**src/rtl/est_pkg.sv**
```systemverilog
// Package: constants and the pseudo-random step shared by the counter.
// Assumes a 16-bit maximal-length Galois LFSR is enough for draws.
package est_pkg;
    localparam int LFSR_W = 16;
    localparam logic [LFSR_W-1:0] LFSR_POLY = 16'hB400;

    // Next state of the Galois shift register (never reaches zero from nonzero).
    function automatic logic [LFSR_W-1:0] lfsr_step(input logic [LFSR_W-1:0] cur);
        logic [LFSR_W-1:0] nxt;
        nxt = cur >> 1;
        if (cur[0]) nxt = nxt ^ LFSR_POLY;
        return nxt;
    endfunction
endpackage

```
**src/rtl/est_lfsr.sv**
```systemverilog
// Module: free-running pseudo-random source for increment decisions.
// Assumes SEED is nonzero; the value then stays in 1..2^16-1.
module est_lfsr
    import est_pkg::*;
#(
    parameter logic [LFSR_W-1:0] SEED = 16'hACE1
) (
    input  logic              clk,
    input  logic              rst_n,
    output logic [LFSR_W-1:0] value
);
    // Step the register once per cycle.
    always_ff @(posedge clk) begin
        if (!rst_n) value <= SEED;
        else        value <= lfsr_step(value);
    end
endmodule

```
**src/rtl/est_table.sv**
```systemverilog
// Module: shared table of estimates and per-entry advance probabilities.
// Assumes software loads entries in non-decreasing estimate order; entry 0
// estimate is hard-wired to zero. Two combinational lookups.
module est_table #(
    parameter int NUM_EST = 16,
    parameter int EST_W   = 32,
    parameter int PROB_W  = 16,
    localparam int IDX_W  = $clog2(NUM_EST)
) (
    input  logic             clk,
    input  logic             rst_n,
    input  logic             we,
    input  logic [IDX_W-1:0] wr_idx,
    input  logic [EST_W-1:0] wr_est,
    input  logic [PROB_W:0]  wr_prob,
    input  logic [IDX_W-1:0] lk_idx,
    output logic [PROB_W:0]  lk_prob,
    input  logic [IDX_W-1:0] q_idx,
    output logic [EST_W-1:0] q_est
);
    logic [EST_W-1:0] est_q  [NUM_EST];
    logic [PROB_W:0]  prob_q [NUM_EST];

    for (genvar g = 0; g < NUM_EST; g++) begin : g_entry
        // Probability storage for entry g.
        always_ff @(posedge clk) begin
            if (!rst_n)                           prob_q[g] <= '0;
            else if (we && wr_idx == IDX_W'(g))   prob_q[g] <= wr_prob;
        end
        if (g == 0) begin : g_zero
            // Entry 0 estimate is constant zero.
            always_comb est_q[g] = '0;
        end else begin : g_val
            // Estimate storage for entry g.
            always_ff @(posedge clk) begin
                if (!rst_n)                           est_q[g] <= '0;
                else if (we && wr_idx == IDX_W'(g))   est_q[g] <= wr_est;
            end
        end
    end

    // Lookups for the update stage and the query port.
    always_comb begin
        lk_prob = prob_q[lk_idx];
        q_est   = est_q[q_idx];
    end
endmodule

```
**src/rtl/flow_ptr_ram.sv**
```systemverilog
// Module: per-flow index storage, one write port and two read ports.
// Assumes at most one write per cycle; reads see the pre-edge contents.
module flow_ptr_ram #(
    parameter int NUM_FLOWS = 64,
    parameter int IDX_W     = 4,
    localparam int FLOW_W   = $clog2(NUM_FLOWS)
) (
    input  logic              clk,
    input  logic              rst_n,
    input  logic              we,
    input  logic [FLOW_W-1:0] wr_flow,
    input  logic [IDX_W-1:0]  wr_ptr,
    input  logic [FLOW_W-1:0] ev_flow,
    output logic [IDX_W-1:0]  ev_ptr,
    input  logic [FLOW_W-1:0] q_flow,
    output logic [IDX_W-1:0]  q_ptr
);
    logic [IDX_W-1:0] ptr_q [NUM_FLOWS];

    // Clear all indices on reset, else write back one updated index.
    always_ff @(posedge clk) begin
        if (!rst_n) begin
            for (int f = 0; f < NUM_FLOWS; f++) ptr_q[f] <= '0;
        end else if (we) begin
            ptr_q[wr_flow] <= wr_ptr;
        end
    end

    // Combinational reads for the event path and the query path.
    always_comb begin
        ev_ptr = ptr_q[ev_flow];
        q_ptr  = ptr_q[q_flow];
    end
endmodule

```
**src/rtl/flow_est_counter.sv**
```systemverilog
// Module: top of the probabilistic flow counter. Stage 0 latches the
// event and its index (forwarded from stage 1 on a same-flow hit), stage 1
// draws, decides and writes back. Query output is registered.
// Assumes one event per cycle and a table loaded before counting.
module flow_est_counter
    import est_pkg::*;
#(
    parameter int NUM_FLOWS = 64,
    parameter int NUM_EST   = 16,
    parameter int EST_W     = 32,
    parameter int PROB_W    = 16,
    parameter logic [LFSR_W-1:0] SEED = 16'hACE1,
    localparam int FLOW_W   = $clog2(NUM_FLOWS),
    localparam int IDX_W    = $clog2(NUM_EST)
) (
    input  logic              clk,
    input  logic              rst_n,
    input  logic              in_valid,
    input  logic [FLOW_W-1:0] flow_id,
    input  logic              tbl_we,
    input  logic [IDX_W-1:0]  tbl_idx,
    input  logic [EST_W-1:0]  tbl_est,
    input  logic [PROB_W:0]   tbl_prob,
    input  logic [FLOW_W-1:0] rd_flow_id,
    output logic [EST_W-1:0]  rd_estimate
);
    localparam logic [IDX_W-1:0] TOP_IDX = IDX_W'(NUM_EST - 1);

    logic              s1_valid;
    logic [FLOW_W-1:0] s1_flow;
    logic [IDX_W-1:0]  s1_ptr;
    logic [IDX_W-1:0]  s1_next;
    logic [PROB_W:0]   s1_prob;
    logic [IDX_W-1:0]  ev_ptr_raw;
    logic [IDX_W-1:0]  q_ptr;
    logic [EST_W-1:0]  q_est;
    logic [LFSR_W-1:0] rnd;
    logic              draw_hit;
    logic              same_flow;

    est_lfsr #(.SEED(SEED)) u_lfsr (
        .clk   (clk),
        .rst_n (rst_n),
        .value (rnd)
    );

    est_table #(.NUM_EST(NUM_EST), .EST_W(EST_W), .PROB_W(PROB_W)) u_table (
        .clk     (clk),
        .rst_n   (rst_n),
        .we      (tbl_we),
        .wr_idx  (tbl_idx),
        .wr_est  (tbl_est),
        .wr_prob (tbl_prob),
        .lk_idx  (s1_ptr),
        .lk_prob (s1_prob),
        .q_idx   (q_ptr),
        .q_est   (q_est)
    );

    flow_ptr_ram #(.NUM_FLOWS(NUM_FLOWS), .IDX_W(IDX_W)) u_ram (
        .clk     (clk),
        .rst_n   (rst_n),
        .we      (s1_valid),
        .wr_flow (s1_flow),
        .wr_ptr  (s1_next),
        .ev_flow (flow_id),
        .ev_ptr  (ev_ptr_raw),
        .q_flow  (rd_flow_id),
        .q_ptr   (q_ptr)
    );

    // Draw against the probability and saturate at the last entry.
    always_comb begin
        draw_hit  = ({1'b0, rnd} < s1_prob);
        s1_next   = (draw_hit && s1_ptr != TOP_IDX) ? s1_ptr + 1'b1 : s1_ptr;
        same_flow = s1_valid && (s1_flow == flow_id);
    end

    // Latch the event, forwarding the in-flight update on a same-flow hit.
    always_ff @(posedge clk) begin
        if (!rst_n) begin
            s1_valid <= 1'b0;
            s1_flow  <= '0;
            s1_ptr   <= '0;
        end else begin
            s1_valid <= in_valid;
            s1_flow  <= flow_id;
            s1_ptr   <= same_flow ? s1_next : ev_ptr_raw;
        end
    end

    // Register the query result.
    always_ff @(posedge clk) begin
        if (!rst_n) rd_estimate <= '0;
        else        rd_estimate <= q_est;
    end
endmodule

```
**config.mk**
```make
export PLATFORM = sky130hd
export DESIGN_NAME = flow_est_counter
export DESIGN_NICKNAME = d
export VERILOG_FILES = /design/src/rtl/est_pkg.sv /design/src/rtl/est_lfsr.sv /design/src/rtl/est_table.sv /design/src/rtl/flow_ptr_ram.sv /design/src/rtl/flow_est_counter.sv
export SDC_FILE = /design/constraint.sdc
export NUM_CORES = 2
export LEC_CHECK = 0
export CAP_MARGIN = 20
export CORE_MARGIN = 10
export CORE_UTILIZATION = 47
export CTS_BUF_LIST = sky130_fd_sc_hd__clkbuf_16
export DETAILED_ROUTE_END_ITERATION = 8
export PLACE_DENSITY = 0.6
export SYNTH_ARGS = -nofsm -noshare
export SYNTH_HDL_FRONTEND = slang
export SYNTH_SLANG_ARGS = --single-unit
```
**constraint.sdc**
```tcl
create_clock -name clk -period 5.4 [get_ports clk]
set_clock_uncertainty 0.05 [all_clocks]
set_input_delay 0.81 -clock clk [delete_from_list [all_inputs] [get_ports clk]]
set_output_delay 0.81 -clock clk [all_outputs]
set_load 0.1 [all_outputs]
```
# --- Word-level counts from Yosys, hierarchy flattened ---
# Memories as Yosys holds them, arrays and structs flattened. A register that Yosys moved wholly into a read port is not among the register bits.
# Cells that the tools add are included.
totals:
  ff_bits: 535
  ram_bits: 528
  inputBits: 69
  output_inout_bits: 32
  elab_cells: 154
  memories: 2
mem_list:
  columns: ["memory", "depth", "width", "rd", "rd_ports_with_merged_regs", "write_ports", "line", "text"]
  rows:
  - ["u_table.prob_q", 16, 17, 1, 0, 16, "est_table.sv:22", "logic [PROB_W:0] prob_q [NUM_EST];"]
  - ["u_ram.ptr_q", 64, 4, 2, 1, 64, "flow_ptr_ram.sv:18", "logic [IDX_W-1:0] ptr_q [NUM_FLOWS];"]
classes:
  addsub: 1
  n_lt_le_gt_ge: 2
  eq_ne: 16
  n_mux: 76
  n_bitwise: 18
  reduce_logical: 20
op_table:
  columns: ["operator", "count"]
  rows:
  - ["$mux W17", 16]
  - ["$bmux W32 S4", 1]
  - ["$mux W32", 2]
  - ["$mux W1", 53]
  - ["$eq A4 B4 Y1 const B", 8]
  - ["$logic_and A1 B1 Y1", 17]
  - ["$lt A16 B17 Y1", 1]
  - ["$eq A4 B3 Y1 const B", 4]
  - ["$mux W16", 1]
  - ["$or A1 B1 Y1", 16]
  - ["$eq A4 B2 Y1 const B", 2]
  - ["$mux W4", 2]
  - ["$mux W6", 1]
  - ["$ge A5 B5 Y1 const B", 1]
  - ["$not A4 Y5", 1]
  - ["$add A4 B1 Y4 const B", 1]
  - ["$eq A4 B1 Y1 const B", 1]
  - ["$logic_not A4 Y1", 1]
  - ["$ne A4 B4 Y1 const B", 1]
  - ["$not A3 Y4", 1]
  - ["$reduce_or A4 Y1", 1]
  - ["$logic_not A1 Y1", 1]

# --- Depth between registers and ports, before layout ---
depth:
  word_depth: 6
  mapped_depth: 17
  depth_no_buf: 12

# --- Cells and area by module ---
# Synthesis repeated with hierarchy kept, for this count alone.
unflattened:
  cells_unflattened: 3540
  area_unflattened_um2: 47282.8
modules_own_cells:
  columns: ["module", "n_inst", "cells_each", "area_per_inst_um2", "seq_area_each_um2"]
  rows:
  - ["est_table", 1, 2249, 30625.6, 17777.0]
  - ["flow_ptr_ram", 1, 1077, 14403.8, 7687.4]
  - ["flow_est_counter", 1, 178, 1800.5, 860.8]
  - ["est_lfsr", 1, 36, 452.9, 320.3]

# --- Least setup slack after synthesis ---
# OpenSTA, ideal clock, no wires.
synth_timing:
  path_kind: "register to register"
  startpoint: "reg s1_ptr[0] (read register of u_ram.ptr_q)"
  endpoint: "mem u_ram.ptr_q[14][3] (data pin)"
  setup_ns: 0.257
  arrival_time_ns: 4.557
  required_time_ns: 5.093
  setup_slack_ns: 0.536
  stages_incl_launch_ff: 18
  n_path_buf: 5
  synth_period_minus_slack_ns: 4.864
  cell_sequence: "dfxtp_1 > clkbuf_1 > buf_2 > buf_1 > mux4_2 > mux4_2 > inv_1 > ha_1 > a21o_1 > a21o_1 > a21o_1 > a221o_1 > a31oi_1 > o2111ai_1 > mux2i_1 > clkbuf_1 > buf_2 > nor2_1"
synth_rtl:
  columns: ["item", "line", "text"]
  rows:
  - ["start, declared", "flow_est_counter.sv:31", "logic [IDX_W-1:0] s1_ptr;"]
  - ["end, declared", "flow_ptr_ram.sv:18", null]

==> flow_metrics.env <==
export IMPL_pin_count_of_the_biggest_net_entering_global_routing=66
export IMPL_floorplan_initialDensity_pct=47.28
export IMPL_fp_dieArea_um2=111700
export IMPL_cts_root_buf="sky130_fd_sc_hd__clkbuf_16"
export IMPL_synthAdderAreaFrac_pct=0.4315
export IMPL_layoutNonFillerInstCount=4943
export IMPL_timing_critical_path_max_delay_family="compound AO/OA/AOI/OAI gates"
export IMPL_fin_util_pct=53.89
export IMPL_place_hpwl_um=91280
export IMPL_vias_in_the_first_global_route=31630
export IMPL_post_synth_num_cell_types=60
export IMPL_globalRouteOverflowTotal=0
export IMPL_timing_max_cap_violations=0
export IMPL_async_s_r_ff_share_synth_pct=0
export IMPL_largest_fanout_on_the_critical_path=65
export IMPL_synthXorXnorAreaFrac_pct=0.1888
export IMPL_post_layout_total_power_mw=18.99
export IMPL_routabilityCongestion=0.9362
export IMPL_syn_to_final_growth_pct=13.99
export IMPL_cts_resized_gates=0
export IMPL_setup_worst_path_end_class="register"
export IMPL_path_cells="buf_4, mux4_2, mux4_2, inv_1, ha_1, a21oi_1, o221ai_1, a221o_1, a31oi_1, o21ai_1, xor2_4, buf_12, o21ai_0, buf_4"
export IMPL_grt_setup_unrepaired="false"
export IMPL_fin_setup_tns_ps=0
export IMPL_arrival_ps=5330
export IMPL_syn_instance_count=3567
export IMPL_finish_net_count=3646
export IMPL_clock_sinks=1067
export IMPL_drt_vias_per_instance=6.409
export IMPL_simple_gate_area_share_of_the_yosys_netlist_pct=9.835
export IMPL_num_vias=31680
export IMPL_worst_endpoint_required_ps=5960
export IMPL_synth_edf_count=528
export IMPL_total_leakage_power_nw=19.53
export IMPL_ys_warnings_count=0
export IMPL_die_width_um=334.2
export IMPL_tritoncts="yes"
export IMPL_critical_path_slowest_cell="sky130_fd_sc_hd__dfxtp_4"
export IMPL_synth_compound_area_share_pct=12.83
export IMPL_tightestPinTransition_ps=1187
export IMPL_layout_drive_gt1_share_pct=18.50
export IMPL_holdCritPathClass="reg -> reg"
export IMPL_dp_cells=4731
export IMPL_finalHoldWorstSlack_ps=405.8
export IMPL_report_final_setup_viol=0
export IMPL_post_cts_repair_setup_buffers=0
export IMPL_totalWireLength_um=144100
export IMPL_design_portCount=101
export IMPL_port_buffers=100
export IMPL_fp_dieH_um=334.2
export IMPL_post_synth_cell_area_avg_um2=13.01
export IMPL_ir_drop_mv=0.2798
export IMPL_grt_antenna_before_repair=10
export IMPL_setup_worst_path_class="reg -> reg"
export IMPL_critical_path_n_buffers_inverters=4
export IMPL_clock_insertion_delay_worst_skew_ps=720
export IMPL_tritoncts_num_buffers=109
export IMPL_drc_violations_left=0
export IMPL_layout_worst_path_cycle_share_pct=88.49
export IMPL_synth_main_ff_cell="sky130_fd_sc_hd__dfxtp_1"
export IMPL_antenna_left=0
export IMPL_final_max_slew_violation_count=0
export IMPL_maxSlewHeadroom_pct=20.68
export IMPL_post_drt_wl_per_cell_um=29.16
export IMPL_share_of_synthesized_area_spent_on_multiplexers_pct=15.88
export IMPL_cts_hold_buffers=0
export IMPL_netlist_area_um2=46400
export IMPL_grt_pass1_wl_um=213400
export IMPL_synthesis_nets=3652
export IMPL_dr_first_iter_drc_count=3665
export IMPL_cellPowerDensity_nw_per_um2=359.1
export IMPL_firstDrtPassIters=8
export IMPL_postSynthRegisterBits=1067
export IMPL_outcome="finished, final reports clean"
export IMPL_fin_crit_ps=4778
export IMPL_hold_violation_total_from_the_final_report=0
export IMPL_synth_top_family_by_area="multiplexers"
export IMPL_cts_path_max_buffers=3
export IMPL_fp_row_count=115
export IMPL_core_area_um2=98130
export IMPL_max_freq_mhz=209.3
export IMPL_cts_htree_levels=3
export IMPL_critPathLaunchType="register"
export IMPL_max_stage_delay_ps=650
export IMPL_track_usage_pct=25.20
export IMPL_ys_seq_area_share_pct=57.43
export IMPL_clk_pin_slew_worst_paths_ps=60
[power breakdown]
part | switching, mW | leakage [nW] | internal (mW)
sequential | 0.175 | 9.61 | 8.76
combinational | 1.53 | 8.08 | 0.852
clock | 3.30 | 1.84 | 4.37
total | 5.01 | 19.5 | 14.0
[worst register-to-register path: stages (launching register included)]
cell and delay (ps):
sky130_fd_sc_hd__dfxtp_4 650, sky130_fd_sc_hd__buf_4 470, sky130_fd_sc_hd__mux4_2 560, sky130_fd_sc_hd__mux4_2 490, sky130_fd_sc_hd__inv_1 70, sky130_fd_sc_hd__ha_1 230
sky130_fd_sc_hd__a21oi_1 160, sky130_fd_sc_hd__o221ai_1 140, sky130_fd_sc_hd__a221o_1 330, sky130_fd_sc_hd__a31oi_1 330, sky130_fd_sc_hd__o21ai_1 300, sky130_fd_sc_hd__xor2_4 230
sky130_fd_sc_hd__buf_12 330, sky130_fd_sc_hd__o21ai_0 190, sky130_fd_sc_hd__buf_4 150
[kinds of logic after synthesis]
group,Yosys count
flops,1067
xor+xnor,10
buf+inv,378
compound gates,704
simple gates,943
fa+ha+maj,16
mux,449
[through the flow]
step	instance area [um^2]	setup WS (ps)
floorplan	46400	536.0
global placement	49070	417.0
detailed placement	49110	544.6
CTS	52740	537.4
global route	52880	360.7
finish	52880	621.6
[layer usage]
layer,up-vias,GRT usage [%],part of all wire [%]
li1,13530,-,-
met1,16260,33.03,41
met2,1583,41.70,48
met3,295,4.944,8.2
met4,12,8.238,3.0
met5,-,0,0.046
[cell usage in the layout (no fill, tap or decap), types with 12 or more instances in the layout]
| cell type | synthesis | layout |
|---|---|---|
| sky130_fd_sc_hd__nand2b_1 | 15 | 15 |
| sky130_fd_sc_hd__a22oi_1 | 24 | 24 |
| sky130_fd_sc_hd__and2_1 | 292 | 291 |
| sky130_fd_sc_hd__a22o_1 | 482 | 482 |
| sky130_fd_sc_hd__dfxtp_1 | 539 | 536 |
| sky130_fd_sc_hd__a222oi_1 | 32 | 32 |
| sky130_fd_sc_hd__ha_1 | 16 | 16 |
| sky130_fd_sc_hd__clkinv_2 | 0 | 20 |
| sky130_fd_sc_hd__o22ai_1 | 30 | 30 |
| sky130_fd_sc_hd__inv_1 | 35 | 53 |
| sky130_fd_sc_hd__o31ai_1 | 31 | 31 |
| sky130_fd_sc_hd__mux2_1 | 23 | 23 |
| sky130_fd_sc_hd__nand2_1 | 208 | 207 |
| sky130_fd_sc_hd__mux2i_1 | 129 | 126 |
| sky130_fd_sc_hd__edfxtp_1 | 528 | 528 |
| sky130_fd_sc_hd__a211oi_1 | 31 | 31 |
| sky130_fd_sc_hd__nand3_1 | 24 | 24 |
| sky130_fd_sc_hd__clkdlybuf4s50_1 | 0 | 95 |
| sky130_fd_sc_hd__clkinv_1 | 0 | 25 |
| sky130_fd_sc_hd__mux4_2 | 217 | 217 |
| sky130_fd_sc_hd__bufinv_16 | 0 | 13 |
| sky130_fd_sc_hd__nor2_4 | 0 | 30 |
| sky130_fd_sc_hd__clkbuf_16 | 0 | 111 |
| sky130_fd_sc_hd__and3_1 | 37 | 37 |
| sky130_fd_sc_hd__nor2_1 | 325 | 291 |
| sky130_fd_sc_hd__mux2_2 | 72 | 72 |
| sky130_fd_sc_hd__a31o_2 | 30 | 30 |
| sky130_fd_sc_hd__buf_4 | 11 | 96 |
| sky130_fd_sc_hd__nor2b_1 | 12 | 12 |
| sky130_fd_sc_hd__buf_12 | 0 | 25 |
[state kept, by name (all words and copies together) (netlist names)]
name	count
u_table.est_q	480
u_table.prob_q	272
u_ram.ptr_q	256
rd_estimate	32
u_lfsr.value	16
s1_flow	6
s1_ptr	4
s1_valid	1
[Yosys cell counts (11+ instances only)]
library cell	instances	area share [%]
sky130_fd_sc_hd__dfxtp_1	539	23
sky130_fd_sc_hd__edfxtp_1	528	34
sky130_fd_sc_hd__a22o_1	482	9.1
sky130_fd_sc_hd__nor2_1	325	2.6
sky130_fd_sc_hd__and2_1	292	3.9
sky130_fd_sc_hd__clkbuf_1	249	2.0
sky130_fd_sc_hd__mux4_2	217	11
sky130_fd_sc_hd__nand2_1	208	1.7
sky130_fd_sc_hd__mux2i_1	129	2.8
sky130_fd_sc_hd__mux2_2	72	1.7
sky130_fd_sc_hd__buf_2	40	0.43
sky130_fd_sc_hd__and3_1	37	0.50
sky130_fd_sc_hd__inv_1	35	0.28
sky130_fd_sc_hd__buf_1	34	0.28
sky130_fd_sc_hd__a222oi_1	32	0.69
sky130_fd_sc_hd__a211oi_1	31	0.50
sky130_fd_sc_hd__o31ai_1	31	0.50
sky130_fd_sc_hd__a31o_2	30	0.57
sky130_fd_sc_hd__o22ai_1	30	0.40
sky130_fd_sc_hd__a22oi_1	24	0.39
sky130_fd_sc_hd__nand3_1	24	0.26
sky130_fd_sc_hd__mux2_1	23	0.56
sky130_fd_sc_hd__ha_1	16	0.43
sky130_fd_sc_hd__nand2b_1	15	0.20
sky130_fd_sc_hd__nor2b_1	12	0.16
sky130_fd_sc_hd__buf_4	11	0.18
[cell type report]
class / count / area [um^2]
diodes: 2 / 5.005
inverters: 35 / 131.4
fillers: 8044 / 45250
multi-input cells: 2122 / 18510
clock inverters: 93 / 853.3
clock buffers: 111 / 2778
flip-flops and latches: 1067 / 26650
repair buffers: 226 / 2345
well taps: 1287 / 1610
[worst paths after layout]
| path | start | slack (ps) | to | cells past startpoint |
|---|---|---|---|---|
| worst min register to register | u_lfsr.value[12]$_SDFF_PN0_ | 410 | u_lfsr.value[11]$_SDFF_PN1_ | 1 |
| worst max-delay path | s1_ptr[0]$_SDFF_PN0_ | 620 | s1_ptr[0]$_SDFF_PN0_ | 14 |
| worst min-delay path | u_lfsr.value[12]$_SDFF_PN0_ | 410 | u_lfsr.value[11]$_SDFF_PN1_ | 1 |
| worst max register to register | s1_ptr[0]$_SDFF_PN0_ | 620 | s1_ptr[0]$_SDFF_PN0_ | 14 |
No activity file was read; power rests on OpenSTA's default activity.
